`src/rtl/bank_window_pkg.sv`:
```
package bank_window_pkg;
  localparam int WIN_ADDR_W   = 3;
  localparam int BYTE_W       = 8;
  localparam int BANK_COUNT   = 8;
  localparam int SEL_OFFSET   = 3;
  localparam int SHARED_BANKS = 4;

  function automatic int slots_per_bank(input int addr_w);
    return (1 << addr_w) - 1;
  endfunction
endpackage

```
`src/rtl/bank_select_reg.sv`:
```
module bank_select_reg #(
  parameter int ADDR_W     = 3,
  parameter int BANK_W     = 3,
  parameter int SEL_OFFSET = 3
) (
  input  logic              clk_i,
  input  logic              rst_ni,
  input  logic              wr_i,
  input  logic [ADDR_W-1:0] addr_i,
  input  logic [BANK_W-1:0] bank_wdata_i,
  output logic [BANK_W-1:0] bank_o
);
  localparam logic [ADDR_W-1:0] SEL_ADDR = ADDR_W'(SEL_OFFSET);

  always_ff @(posedge clk_i or negedge rst_ni) begin
    if (!rst_ni)                        bank_o <= '0;
    else if (wr_i && addr_i == SEL_ADDR) bank_o <= bank_wdata_i;
  end
endmodule

```
`src/rtl/window_access_decode.sv`:
```
module window_access_decode #(
  parameter int ADDR_W       = 3,
  parameter int BANK_W       = 3,
  parameter int SEL_OFFSET   = 3,
  parameter int SHARED_BANKS = 4,
  parameter int NUM_REGS     = 56,
  parameter int IDX_W        = 6
) (
  input  logic                ir_mode_i,
  input  logic                wr_i,
  input  logic [ADDR_W-1:0]   addr_i,
  input  logic [BANK_W-1:0]   bank_i,
  output logic                sel_hit_o,
  output logic                blocked_o,
  output logic [IDX_W-1:0]    reg_idx_o,
  output logic [NUM_REGS-1:0] wr_en_o
);
  localparam logic [ADDR_W-1:0] SEL_ADDR = ADDR_W'(SEL_OFFSET);
  localparam logic [IDX_W-1:0]  SLOTS    = IDX_W'(bank_window_pkg::slots_per_bank(ADDR_W));
  localparam logic [BANK_W:0]   SHARED_L = (BANK_W+1)'(SHARED_BANKS);

  logic [ADDR_W-1:0] slot;

  always_comb begin
    sel_hit_o = (addr_i == SEL_ADDR);
    // offsets above the selector close the gap it leaves
    slot      = (addr_i > SEL_ADDR) ? addr_i - 1'b1 : addr_i;
    reg_idx_o = IDX_W'(bank_i) * SLOTS + IDX_W'(slot);
    blocked_o = !ir_mode_i && ({1'b0, bank_i} >= SHARED_L);
    wr_en_o   = '0;
    if (wr_i && !sel_hit_o && !blocked_o) wr_en_o[reg_idx_o] = 1'b1;
  end
endmodule

```
`src/rtl/banked_byte_store.sv`:
```
module banked_byte_store #(
  parameter int NUM_REGS = 56,
  parameter int DATA_W   = 8
) (
  input  logic                       clk_i,
  input  logic                       rst_ni,
  input  logic [NUM_REGS-1:0]        wr_en_i,
  input  logic [DATA_W-1:0]          wdata_i,
  output logic [NUM_REGS*DATA_W-1:0] regs_o
);
  for (genvar g = 0; g < NUM_REGS; g++) begin : g_reg
    always_ff @(posedge clk_i or negedge rst_ni) begin
      if (!rst_ni)         regs_o[g*DATA_W +: DATA_W] <= '0;
      else if (wr_en_i[g]) regs_o[g*DATA_W +: DATA_W] <= wdata_i;
    end
  end
endmodule

```
`src/rtl/window_read_port.sv`:
```
module window_read_port #(
  parameter int NUM_REGS = 56,
  parameter int DATA_W   = 8,
  parameter int BANK_W   = 3,
  parameter int IDX_W    = 6
) (
  input  logic                       clk_i,
  input  logic                       rst_ni,
  input  logic                       rd_i,
  input  logic                       sel_hit_i,
  input  logic                       blocked_i,
  input  logic [IDX_W-1:0]           reg_idx_i,
  input  logic [BANK_W-1:0]          bank_i,
  input  logic [NUM_REGS*DATA_W-1:0] regs_i,
  output logic [DATA_W-1:0]          rdata_o
);
  logic [DATA_W-1:0] rd_mux;

  always_comb begin
    if (sel_hit_i)      rd_mux = DATA_W'(bank_i);
    else if (blocked_i) rd_mux = '0;
    else                rd_mux = regs_i[reg_idx_i*DATA_W +: DATA_W];
  end

  always_ff @(posedge clk_i or negedge rst_ni) begin
    if (!rst_ni)   rdata_o <= '0;
    else if (rd_i) rdata_o <= rd_mux;
  end
endmodule

```
`src/rtl/bank_window_decode.sv`:
```
module bank_window_decode #(
  parameter int ADDR_W       = bank_window_pkg::WIN_ADDR_W,
  parameter int DATA_W       = bank_window_pkg::BYTE_W,
  parameter int NUM_BANKS    = bank_window_pkg::BANK_COUNT,
  parameter int SEL_OFFSET   = bank_window_pkg::SEL_OFFSET,
  parameter int SHARED_BANKS = bank_window_pkg::SHARED_BANKS,
  localparam int BANK_W      = $clog2(NUM_BANKS),
  localparam int NUM_REGS    = NUM_BANKS * bank_window_pkg::slots_per_bank(ADDR_W),
  localparam int IDX_W       = $clog2(NUM_REGS)
) (
  input  logic                clk_i,
  input  logic                rst_ni,
  input  logic                ir_mode_i,
  input  logic [ADDR_W-1:0]   addr_i,
  input  logic                wr_i,
  input  logic                rd_i,
  input  logic [DATA_W-1:0]   wdata_i,
  output logic [DATA_W-1:0]   rdata_o,
  output logic [NUM_REGS-1:0] wr_en_o
);
  logic [BANK_W-1:0]          bank_q;
  logic                       sel_hit, blocked;
  logic [IDX_W-1:0]           reg_idx;
  logic [NUM_REGS*DATA_W-1:0] regs;

  bank_select_reg #(
    .ADDR_W(ADDR_W), .BANK_W(BANK_W), .SEL_OFFSET(SEL_OFFSET)
  ) i_bank_sel (
    .clk_i(clk_i), .rst_ni(rst_ni), .wr_i(wr_i), .addr_i(addr_i),
    .bank_wdata_i(wdata_i[BANK_W-1:0]), .bank_o(bank_q)
  );

  window_access_decode #(
    .ADDR_W(ADDR_W), .BANK_W(BANK_W), .SEL_OFFSET(SEL_OFFSET),
    .SHARED_BANKS(SHARED_BANKS), .NUM_REGS(NUM_REGS), .IDX_W(IDX_W)
  ) i_decode (
    .ir_mode_i(ir_mode_i), .wr_i(wr_i), .addr_i(addr_i), .bank_i(bank_q),
    .sel_hit_o(sel_hit), .blocked_o(blocked), .reg_idx_o(reg_idx), .wr_en_o(wr_en_o)
  );

  banked_byte_store #(
    .NUM_REGS(NUM_REGS), .DATA_W(DATA_W)
  ) i_store (
    .clk_i(clk_i), .rst_ni(rst_ni), .wr_en_i(wr_en_o), .wdata_i(wdata_i), .regs_o(regs)
  );

  window_read_port #(
    .NUM_REGS(NUM_REGS), .DATA_W(DATA_W), .BANK_W(BANK_W), .IDX_W(IDX_W)
  ) i_read (
    .clk_i(clk_i), .rst_ni(rst_ni), .rd_i(rd_i), .sel_hit_i(sel_hit),
    .blocked_i(blocked), .reg_idx_i(reg_idx), .bank_i(bank_q), .regs_i(regs),
    .rdata_o(rdata_o)
  );
endmodule

```
`config.mk`:
```
export PLATFORM = sky130hd
export DESIGN_NAME = bank_window_decode
export DESIGN_NICKNAME = d
export VERILOG_FILES = /design/src/rtl/bank_window_pkg.sv /design/src/rtl/bank_select_reg.sv /design/src/rtl/window_access_decode.sv /design/src/rtl/banked_byte_store.sv /design/src/rtl/window_read_port.sv /design/src/rtl/bank_window_decode.sv
export SDC_FILE = /design/constraint.sdc
export NUM_CORES = 1
export LEC_CHECK = 0
export ABC_AREA = 1
export CORE_UTILIZATION = 55
export DETAILED_ROUTE_END_ITERATION = 8
export DONT_BUFFER_PORTS = 1
export PLACE_DENSITY = 0.7
export SYNTH_ARGS = -nofsm -noshare
export SYNTH_HDL_FRONTEND = slang
export SYNTH_SLANG_ARGS = --single-unit
```
`constraint.sdc`:
```
create_clock -name clk_i -period 13.4 [get_ports clk_i]
set_input_delay 2.68 -clock clk_i [delete_from_list [all_inputs] [get_ports clk_i]]
set_output_delay 2.68 -clock clk_i [all_outputs]
set_load 0.01 [all_outputs]
```
==> flow_summary.toml, run 1 <==
[grt]
antenna_found_initial = 0
grtUsageTotal = 0.320
grt_max_degree = 460
grt_pass1_wl_um = 97000
grt_pass1_vias = 17063
gr-total-overflow = 0

[floorplanning]
die_area_sq_um = 39700
die_x_um = 199
die_y_um = 199
pin_count = 80
initial_core_util = 0.564
core.rowCount = 71
core-area_sq_um = 37900

[routing]
ant_nets = 0
wirelength_um = 61200
drt-wirelength-per-cell_um = 19.8
dr_total_vias = 17794
drc = 0
drt_iter0_markers = 1816
routed_via_density = 5.75
first_pass_iters = 6

[sta]
skew_ns = 0.0185
max_freq_mhz = 103
slew_headroom = 0.110
layout_worst_path_cycle_share = 0.723
rsz0062_at_grt = "false"
fin_crit_ns = 9.69
finalMaxSlewViolations = 0
final-setup-viol-count = 0
finalHoldViolCount = 0
setup_tns_ns = 0
tightest_slew_ns = 1.34

[synthesis]
async_flop_share = 1.00
synthTopCellsByCount = "nand2_1, dfrtp_1, o21ai_0"
yosysWarnings = 0
synth_nets = 2696
ys.flop_type = "dfrtp_1"
synth_area_leader_cell = "dfrtp_1"
ys_seq_area_frac = 0.537
yosysMostFrequentCell = "nand2_1"
synth_area_leaders = "dfrtp_1, nand2_1, o21ai_0"
synth_top_area_share = 0.537
netlist_instances = 2664
synth_cell_type_count = 28
syn_avg_cell_area_sq_um = 8.03
synth_edf_count = 0
netlist_area_sq_um = 21400
synth_seq_cells = 459

[cells_and_area]
fillers = 3394
multi_input_area_sq_um = 8740
final_cell_area_sq_um = 23100
area_growth_syn_to_layout_pct = 7.95
final_nets = 2579
regArea_sq_um = 11500
drive_gt1_frac = 0.0651
antenna_cells = 0

[status]
status = "finished, final reports clean"

[worst_setup_path]
path_max_fanout = 49
crit_top_cell = "inv_1"
cp-end-kind = "output pin"
cp_num_buf_inv = 6
critPathLaunchType = "input pin"
cp_cell_sequence = "ha_1 -> inv_1 -> nor2_1 -> nor2_1 -> nand2_1 -> fa_1 -> inv_1 -> fa_1 -> inv_1 -> nor2_4 -> buf_4 -> inv_1 -> nor2_4 -> nand2_2 -> inv_1"
cp_slowest_stage_delay_ns = 0.90
arrival_ns = 7.01
required_ns = 10.72
timing_worst_setup_path_type = "in2out"
critPathSlowestCell = "fa_1"
path_delay_family = "adder cells"

[power_and_ir_drop]
power_density_nw_per_um2 = 255
ir_drop_mv = 0.127
power_mw = 5.89
leakagePower_nw = 11.2

[cts]
cts_sinks = 459
cts_tree = "built"
cts_setup_buffers = 0
root_buffer = "clkbuf_16"
clk_pin_slew_worst_paths_ns = 0.06
clock_path_buffers = 3
clk_latency_ns = 0.58
cts_max_level = 2
cts_resized = 0
hold_buffers = 0
cts_buffers = 48

[placed_design]
placed_area_sq_um = 21400
gp_congestion = 0.896
hpwl_um = 35900
numPortBuffers = 0

[flow_run]
cap_violations = 0

[min_path]
hold_path.class = "reg2reg"
path summary, 6_finish.rpt:
check,from,to,slack (ns),depth (start not counted)
min in group asynchronous,rst_ni,i_store.regs_o[72]$_DFFE_PN0P_,1.79,0
max,addr_i[0],wr_en_o[21],3.71,15
min,i_store.regs_o[77]$_DFFE_PN0P_,i_store.regs_o[77]$_DFFE_PN0P_,0.48,2
min reg2reg,i_store.regs_o[77]$_DFFE_PN0P_,i_store.regs_o[77]$_DFFE_PN0P_,0.48,2
max reg2reg,i_bank_sel.bank_o[0]$_DFFE_PN0P_,i_read.rdata_o[3]$_DFFE_PN0P_,8.45,14
max in group asynchronous,rst_ni,i_store.regs_o[27]$_DFFE_PN0P_,10.52,0
sequential cells by signal (all words and copies together), names as in the netlist:
signal / flops
i_read.rdata_o: 8
i_bank_sel.bank_o: 3
i_store.regs_o: 448
metal layers:
metal / vias to the layer above / GRT usage / wire, um / share of wire
met5: - / 0 / 0 / 0
met4: 0 / 0.120 / 2050 / 0.033
met3: 120 / 0.0500 / 4260 / 0.070
met2: 659 / 0.510 / 28500 / 0.47
met1: 8647 / 0.443 / 26400 / 0.43
li1: 8368 / - / - / -
power by group:
group / total [mW] / internal, mW / switching (mW)
Clock: 1.41 / 0.859 / 0.548
Combinational: 2.33 / 0.694 / 1.64
Sequential: 2.16 / 1.87 / 0.284
worst reg2reg max path, delay by kind of cell (launching register included):
family                     cells  cell delay [ns]
and+or+nand+nor                7             1.39
DFF                            1             0.46
buffers and inverters          3             0.97
adders and majority gates      3             1.93
AOI/OAI and AO/OA              1             0.08
through the flow:
stage               setup slack [ns]  hold slack [ns]  instances   util
floorplan                       5.20            0.444       2664      -
global placement                3.81            0.466       3008  0.565
detailed placement              3.75            0.473       3008  0.565
CTS                             3.76            0.488       3092  0.609
global route                    3.43            0.499       3092  0.609
finish                          3.71            0.483       3092  0.609
cells in the final DEF, fill, tap and decap left out, drive strengths merged, types with 3 or more instances in the layout:
master | Yosys | routed
nand3 | 238 | 238
clkinv | 1 | 6
nor2 | 57 | 57
dfrtp | 459 | 459
a21oi | 22 | 22
inv | 108 | 109
bufinv | 0 | 6
nand3b | 3 | 3
clkbuf | 115 | 72
fa | 4 | 4
nand2 | 1064 | 1064
o21ai | 465 | 465
buf | 72 | 20
nand4 | 39 | 39
ha | 12 | 12
final cells by class:
class / instances / area share
flip-flops and latches: 459 / 0.497
inverters: 109 / 0.0179
well taps: 511 / 0.0277
clock buffers: 72 / 0.0629
clock inverters: 12 / 0.00910
repair buffers: 20 / 0.00650
multi-input cells: 1909 / 0.378
kinds of logic (layout without fill, tap and decap cells):
| group | Yosys count | after routing | synth area share |
|---|---|---|---|
| DFF | 459 | 459 | 0.537 |
| xor gates and xnor gates | 3 | 3 | 0.00123 |
| buffers and inverters | 296 | 213 | 0.0565 |
| and+or+nand+nor | 1403 | 1403 | 0.281 |
| adders and majority gates | 16 | 16 | 0.0108 |
| AOI/OAI and AO/OA | 487 | 487 | 0.114 |
Power figures use the tool's default switching activity.
==> run 2, diff against run 1 <==
==> constraint.sdc (replaced) <==
create_clock -name clk_i -period 9.05 [get_ports clk_i]
set_input_delay 1.81 -clock clk_i [delete_from_list [all_inputs] [get_ports clk_i]]
set_output_delay 1.81 -clock clk_i [all_outputs]
set_load 0.01 [all_outputs]
==> run 2 against run 1 <==
Flip-flop and latch count is the same. Sequential power grew 47%. Combinational power grew 49%. First-iteration DRC count shrank 13%.
==> flow_summary.toml, run 2 (synthesis results as in run 1) <==
[flow_run]
cap_violations = 0

[cells_and_area]
final_nets = 2584
antenna_cells = 0
area_growth_syn_to_layout_pct = 7.56
fillers = 3397
top_register = "i_store.regs_o"
finish.utilization = 0.607
multi_input_area_sq_um = 8740
largest_reg_flops = 448
top_regs = "i_store.regs_o (448), i_read.rdata_o (8), i_bank_sel.bank_o (3)"
mostFrequentLayoutCells = "nand2_1, dfrtp_1, o21ai_0"
regArea_sq_um = 11500
final_common_cell = "nand2_1"
drive_gt1_frac = 0.0642

[floorplanning]
initial_core_util = 0.564
die_area_sq_um = 39700
core.rowCount = 71
core-area_sq_um = 37900
die_y_um = 199
pin_count = 80
die_x_um = 199

[grt]
gr-total-overflow = 0
grt_pass1_wl_um = 95300
grtUsageTotal = 0.314
antenna_found_initial = 0
grt_pass1_vias = 16986
grt_max_degree = 460

[routing]
first_pass_iters = 7
dr_total_vias = 17757
drt_iter0_markers = 1584
ant_nets = 0
routed_via_density = 5.74
drc = 0
wirelength_um = 59800
drt-wirelength-per-cell_um = 19.3

[cts]
clk_pin_slew_worst_paths_ns = 0.05
cts_sinks = 459
cts_max_level = 2
root_buffer = "clkbuf_16"
cts_buffers = 48
clk_latency_ns = 0.58
clock_path_buffers = 3
cts_tree = "built"
hold_buffers = 0
cts_setup_buffers = 0
cts_resized = 0

[placed_design]
gp_congestion = 0.898
hpwl_um = 35700
numPortBuffers = 0
dp_slack_ns = 1.68

[sta]
tightest_slew_ns = 1.44
layout_worst_path_cycle_share = 0.819
skew_ns = 0.0164
final-setup-viol-count = 0
rsz0062_at_grt = "false"
setup_tns_ns = 0
slew_headroom = 0.0410
setup_ws_ns = 1.64
finalHoldViolCount = 0
max_freq_mhz = 135
fin_crit_ns = 7.41
finalMaxSlewViolations = 0

[worst_setup_path]
path_max_fanout = 21
timing_worst_setup_path_type = "in2out"
critPathLaunchType = "input pin"
required_ns = 7.24
arrival_ns = 5.60
cp-end-kind = "output pin"

[power_and_ir_drop]
ir_drop_mv = 0.213
leakagePower_nw = 11.1
power_density_nw_per_um2 = 374
power_mw = 8.61

[min_path]
hold_path.class = "reg2reg"

[status]
status = "finished, final reports clean"
-- run 2: changes by cell type in the layout (fill, tap and decap cells not counted), sizes merged --
cell,before,now
clkbuf,72,73
buf,20,25
bufinv,6,3
clkinvlp,0,1
clkinv,6,5
-- run 2: routing by layer --
| metal | share of wire | wire length, um | vias to the layer above | track usage |
|---|---|---|---|---|
| met2 | 0.47 | 27800 | 609 | 0.498 |
| met5 | 0 | 0 | - | 0 |
| met1 | 0.43 | 25500 | 8627 | 0.430 |
| met4 | 0.043 | 2580 | 0 | 0.140 |
| met3 | 0.066 | 3920 | 146 | 0.0441 |
| li1 | - | - | 8375 | - |
-- run 2: worst paths after layout --
kind | start | endpoint | slack [ns] | cells past startpoint
worst min-delay path | i_store.regs_o[137]$_DFFE_PN0P_ | i_store.regs_o[137]$_DFFE_PN0P_ | 0.48 | 2
worst max-delay path | addr_i[0] | wr_en_o[17] | 1.64 | 16
worst max register to register | i_bank_sel.bank_o[0]$_DFFE_PN0P_ | i_read.rdata_o[6]$_DFFE_PN0P_ | 4.08 | 14
worst min register to register | i_store.regs_o[137]$_DFFE_PN0P_ | i_store.regs_o[137]$_DFFE_PN0P_ | 0.48 | 2
min in group asynchronous | rst_ni | i_store.regs_o[65]$_DFFE_PN0P_ | 0.92 | 0
max in group asynchronous | rst_ni | i_store.regs_o[42]$_DFFE_PN0P_ | 6.96 | 0
-- run 2: metrics by stage --
stage / hold slack, ns / area, sq um / std cells
global route: 0.496 / 23000 / 3095
floorplan: 0.444 / 21400 / 2664
global placement: 0.466 / 21500 / 3013
detailed placement: 0.473 / 21500 / 3013
finish: 0.482 / 23000 / 3095
CTS: 0.487 / 23000 / 3095
-- run 2: cell type report --
cell class              instances  share of cell area
clock inverters                 9             0.00549
repair buffers                 25             0.00816
inverters                     109              0.0180
well taps                     511              0.0278
flip-flops and latches        459               0.499
clock buffers                  73              0.0616
multi-input cells            1909               0.380
-- run 2: worst max-delay path: stages --
cell and delay, ns:
ha_1 0.18, inv_1 0.05, nor2_1 0.05, nor2_1 0.19, nand2_1 0.13, fa_1 0.55
inv_1 0.07, fa_1 0.44, xnor2_2 0.18, buf_4 0.28, inv_2 0.20, nor2_1 0.78
buf_4 0.29, nand2_1 0.06, buf_4 0.22, inv_1 0.11
-- run 2: power breakdown --
part           internal (mW)  switching (mW)  total (mW)
registers               2.77           0.408        3.18
logic                   1.04            2.43        3.47
clock network           1.16           0.803        1.96
==> run 3, diff against run 2 <==
--- a/config.mk
+++ b/config.mk
@@ -9,7 +9,7 @@
 export CORE_UTILIZATION = 55
 export DETAILED_ROUTE_END_ITERATION = 8
 export DONT_BUFFER_PORTS = 1
-export PLACE_DENSITY = 0.7
+export PLACE_DENSITY = 0.73
 export SYNTH_ARGS = -nofsm -noshare
 export SYNTH_HDL_FRONTEND = slang
 export SYNTH_SLANG_ARGS = --single-unit
==> constraint.sdc (replaced) <==
create_clock -name clk_i -period 6.5 [get_ports clk_i]
set_input_delay 1.3 -clock clk_i [delete_from_list [all_inputs] [get_ports clk_i]]
set_output_delay 1.3 -clock clk_i [all_outputs]
set_load 0.01 [all_outputs]
==> run 3 against run 2 <==
Via count grew 0.92%. Sequential power grew 40%. Sequential share of layout area shrank 0.65 points. Die area is the same. Worst setup slack lost 0.85 ns. Critical endpoint is now wr_en_o[37]. Largest cell class unchanged.
==> flow_summary.toml, run 3 (synthesis results as in run 1) <==
[sta]
finalHoldViolCount = 0
finalMaxSlewViolations = 0
rsz0062_at_grt = "false"
fin_crit_ns = 5.71
hold-worst-slack_ns = 0.415
final-setup-viol-count = 0
max_freq_mhz = 175
tightest_slew_ns = 1.14
setup_tns_ns = 0
skew_ns = 0.0126
slew_headroom = 0.239
layout_worst_path_cycle_share = 0.879

[cts]
cts_sinks = 459
root_buffer = "clkbuf_16"
cts_tree = "built"
clk_latency_ns = 0.59
clk_pin_slew_worst_paths_ns = 0.06
cts_max_level = 2
cts_buffers = 48
clock_path_buffers = 3
hold_buffers = 0
cts_setup_buffers = 0
cts_resized = 0

[grt]
gr-total-overflow = 0
antenna_found_initial = 0
grtUsageTotal = 0.313
grt_pass1_wl_um = 95500
grt_pass1_vias = 17274
grt_max_degree = 460

[routing]
dr_total_vias = 17920
ant_nets = 0
wirelength_um = 59900
routed_via_density = 5.73
drt_iter0_markers = 1782
drt-wirelength-per-cell_um = 19.2
first_pass_iters = 6
drc = 0

[cells_and_area]
top_register = "i_store.regs_o"
antenna_cells = 0
largest_reg_flops = 448
finish.utilization = 0.615
area_growth_syn_to_layout_pct = 8.99
regArea_sq_um = 11500
mostFrequentLayoutCells = "nand2_1, dfrtp_1, o21ai_0"
final_common_cell = "nand2_1"
multi_input_area_sq_um = 8740
drive_gt1_frac = 0.0787
final_nets = 2611
fillers = 3333
top_regs = "i_store.regs_o (448), i_read.rdata_o (8), i_bank_sel.bank_o (3)"

[worst_setup_path]
path_max_fanout = 17
cp_cell_sequence = "ha_1 -> inv_1 -> nor2_1 -> nor2_1 -> nand2_1 -> fa_1 -> inv_1 -> fa_1 -> nand3_1 -> nand3_1 -> nand2_1 -> nand2_1 -> nor2_2 -> nand2_2 -> inv_1"
critPathLaunch = "addr_i[0]"
timing_worst_setup_path_type = "in2out"
cp-end-kind = "output pin"
critPathSlowestCell = "fa_1"
rr_startpoint = "i_bank_sel.bank_o[0]$_DFFE_PN0P_"
required_ns = 5.20
arrival_ns = 4.41
critPathLaunchType = "input pin"
cp_slowest_stage_delay_ns = 0.54

[floorplanning]
core-area_sq_um = 37900
die_y_um = 199
die_x_um = 199
core.rowCount = 71
initial_core_util = 0.564
pin_count = 80
die_area_sq_um = 39700

[power_and_ir_drop]
power_density_nw_per_um2 = 518
ir_drop_mv = 0.332
leakagePower_nw = 11.3

[placed_design]
hpwl_um = 35500
numPortBuffers = 0
gp_congestion = 0.908

[min_path]
hold_path.class = "in2async"

[flow_run]
cap_violations = 0

[status]
status = "finished, final reports clean"
==> run 3: worst max-delay path: cells and delay by family <==
family | cells | cell delay [ns]
buffers and inverters | 3 | 0.31
and+or+nand+nor | 9 | 1.65
adders and majority gates | 3 | 1.13
==> run 3: per-stage QoR <==
stage / setup WS [ns] / area, sq um / total power [mW] / cells
2_1_floorplan: 1.06 / 21400 / 7.57 / 2664
3_3_place_gp: 0.807 / 21700 / 9.07 / 3040
3_5_place_dp: 0.819 / 21700 / 9.20 / 3040
4_1_cts: 0.792 / 23300 / 12.1 / 3127
5_1_grt: 0.569 / 23300 / 12.9 / 3127
6_report: 0.786 / 23300 / 12.1 / 3127
==> run 3: worst paths after layout <==
check | end | cells past startpoint | slack [ns]
max reg2reg | i_read.rdata_o[0]$_DFFE_PN0P_ | 15 | 2.30
max | wr_en_o[37] | 15 | 0.79
max in group asynchronous | i_store.regs_o[331]$_DFFE_PN0P_ | 0 | 5.22
min in group clk_i | i_store.regs_o[370]$_DFFE_PN0P_ | 2 | 0.48
min | i_store.regs_o[68]$_DFFE_PN0P_ | 0 | 0.42
min reg2reg | i_store.regs_o[370]$_DFFE_PN0P_ | 2 | 0.48
==> run 3: where the power goes <==
group          internal, mW  switching (mW)
Combinational          1.48            3.33
Clock                  1.68            1.15
Sequential             3.86           0.582
Total                  7.02            5.06
==> run 3: cell type report <==
type / count / area share
Clock buffer: 68 / 0.0612
Clock inverter: 19 / 0.00875
Inverter: 109 / 0.0178
Multi-Input combinational cell: 1909 / 0.375
Sequential cell: 459 / 0.493
Tap cell: 511 / 0.0274
Timing Repair Buffer: 52 / 0.0173
==> run 3: routing by layer <==
metal  up-vias  global-route usage  share of wire
met5         -                   0              0
met4         0               0.141          0.041
met3       147              0.0489          0.071
met2       686               0.502           0.47
met1      8660               0.421           0.42
li1       8427                   -              -
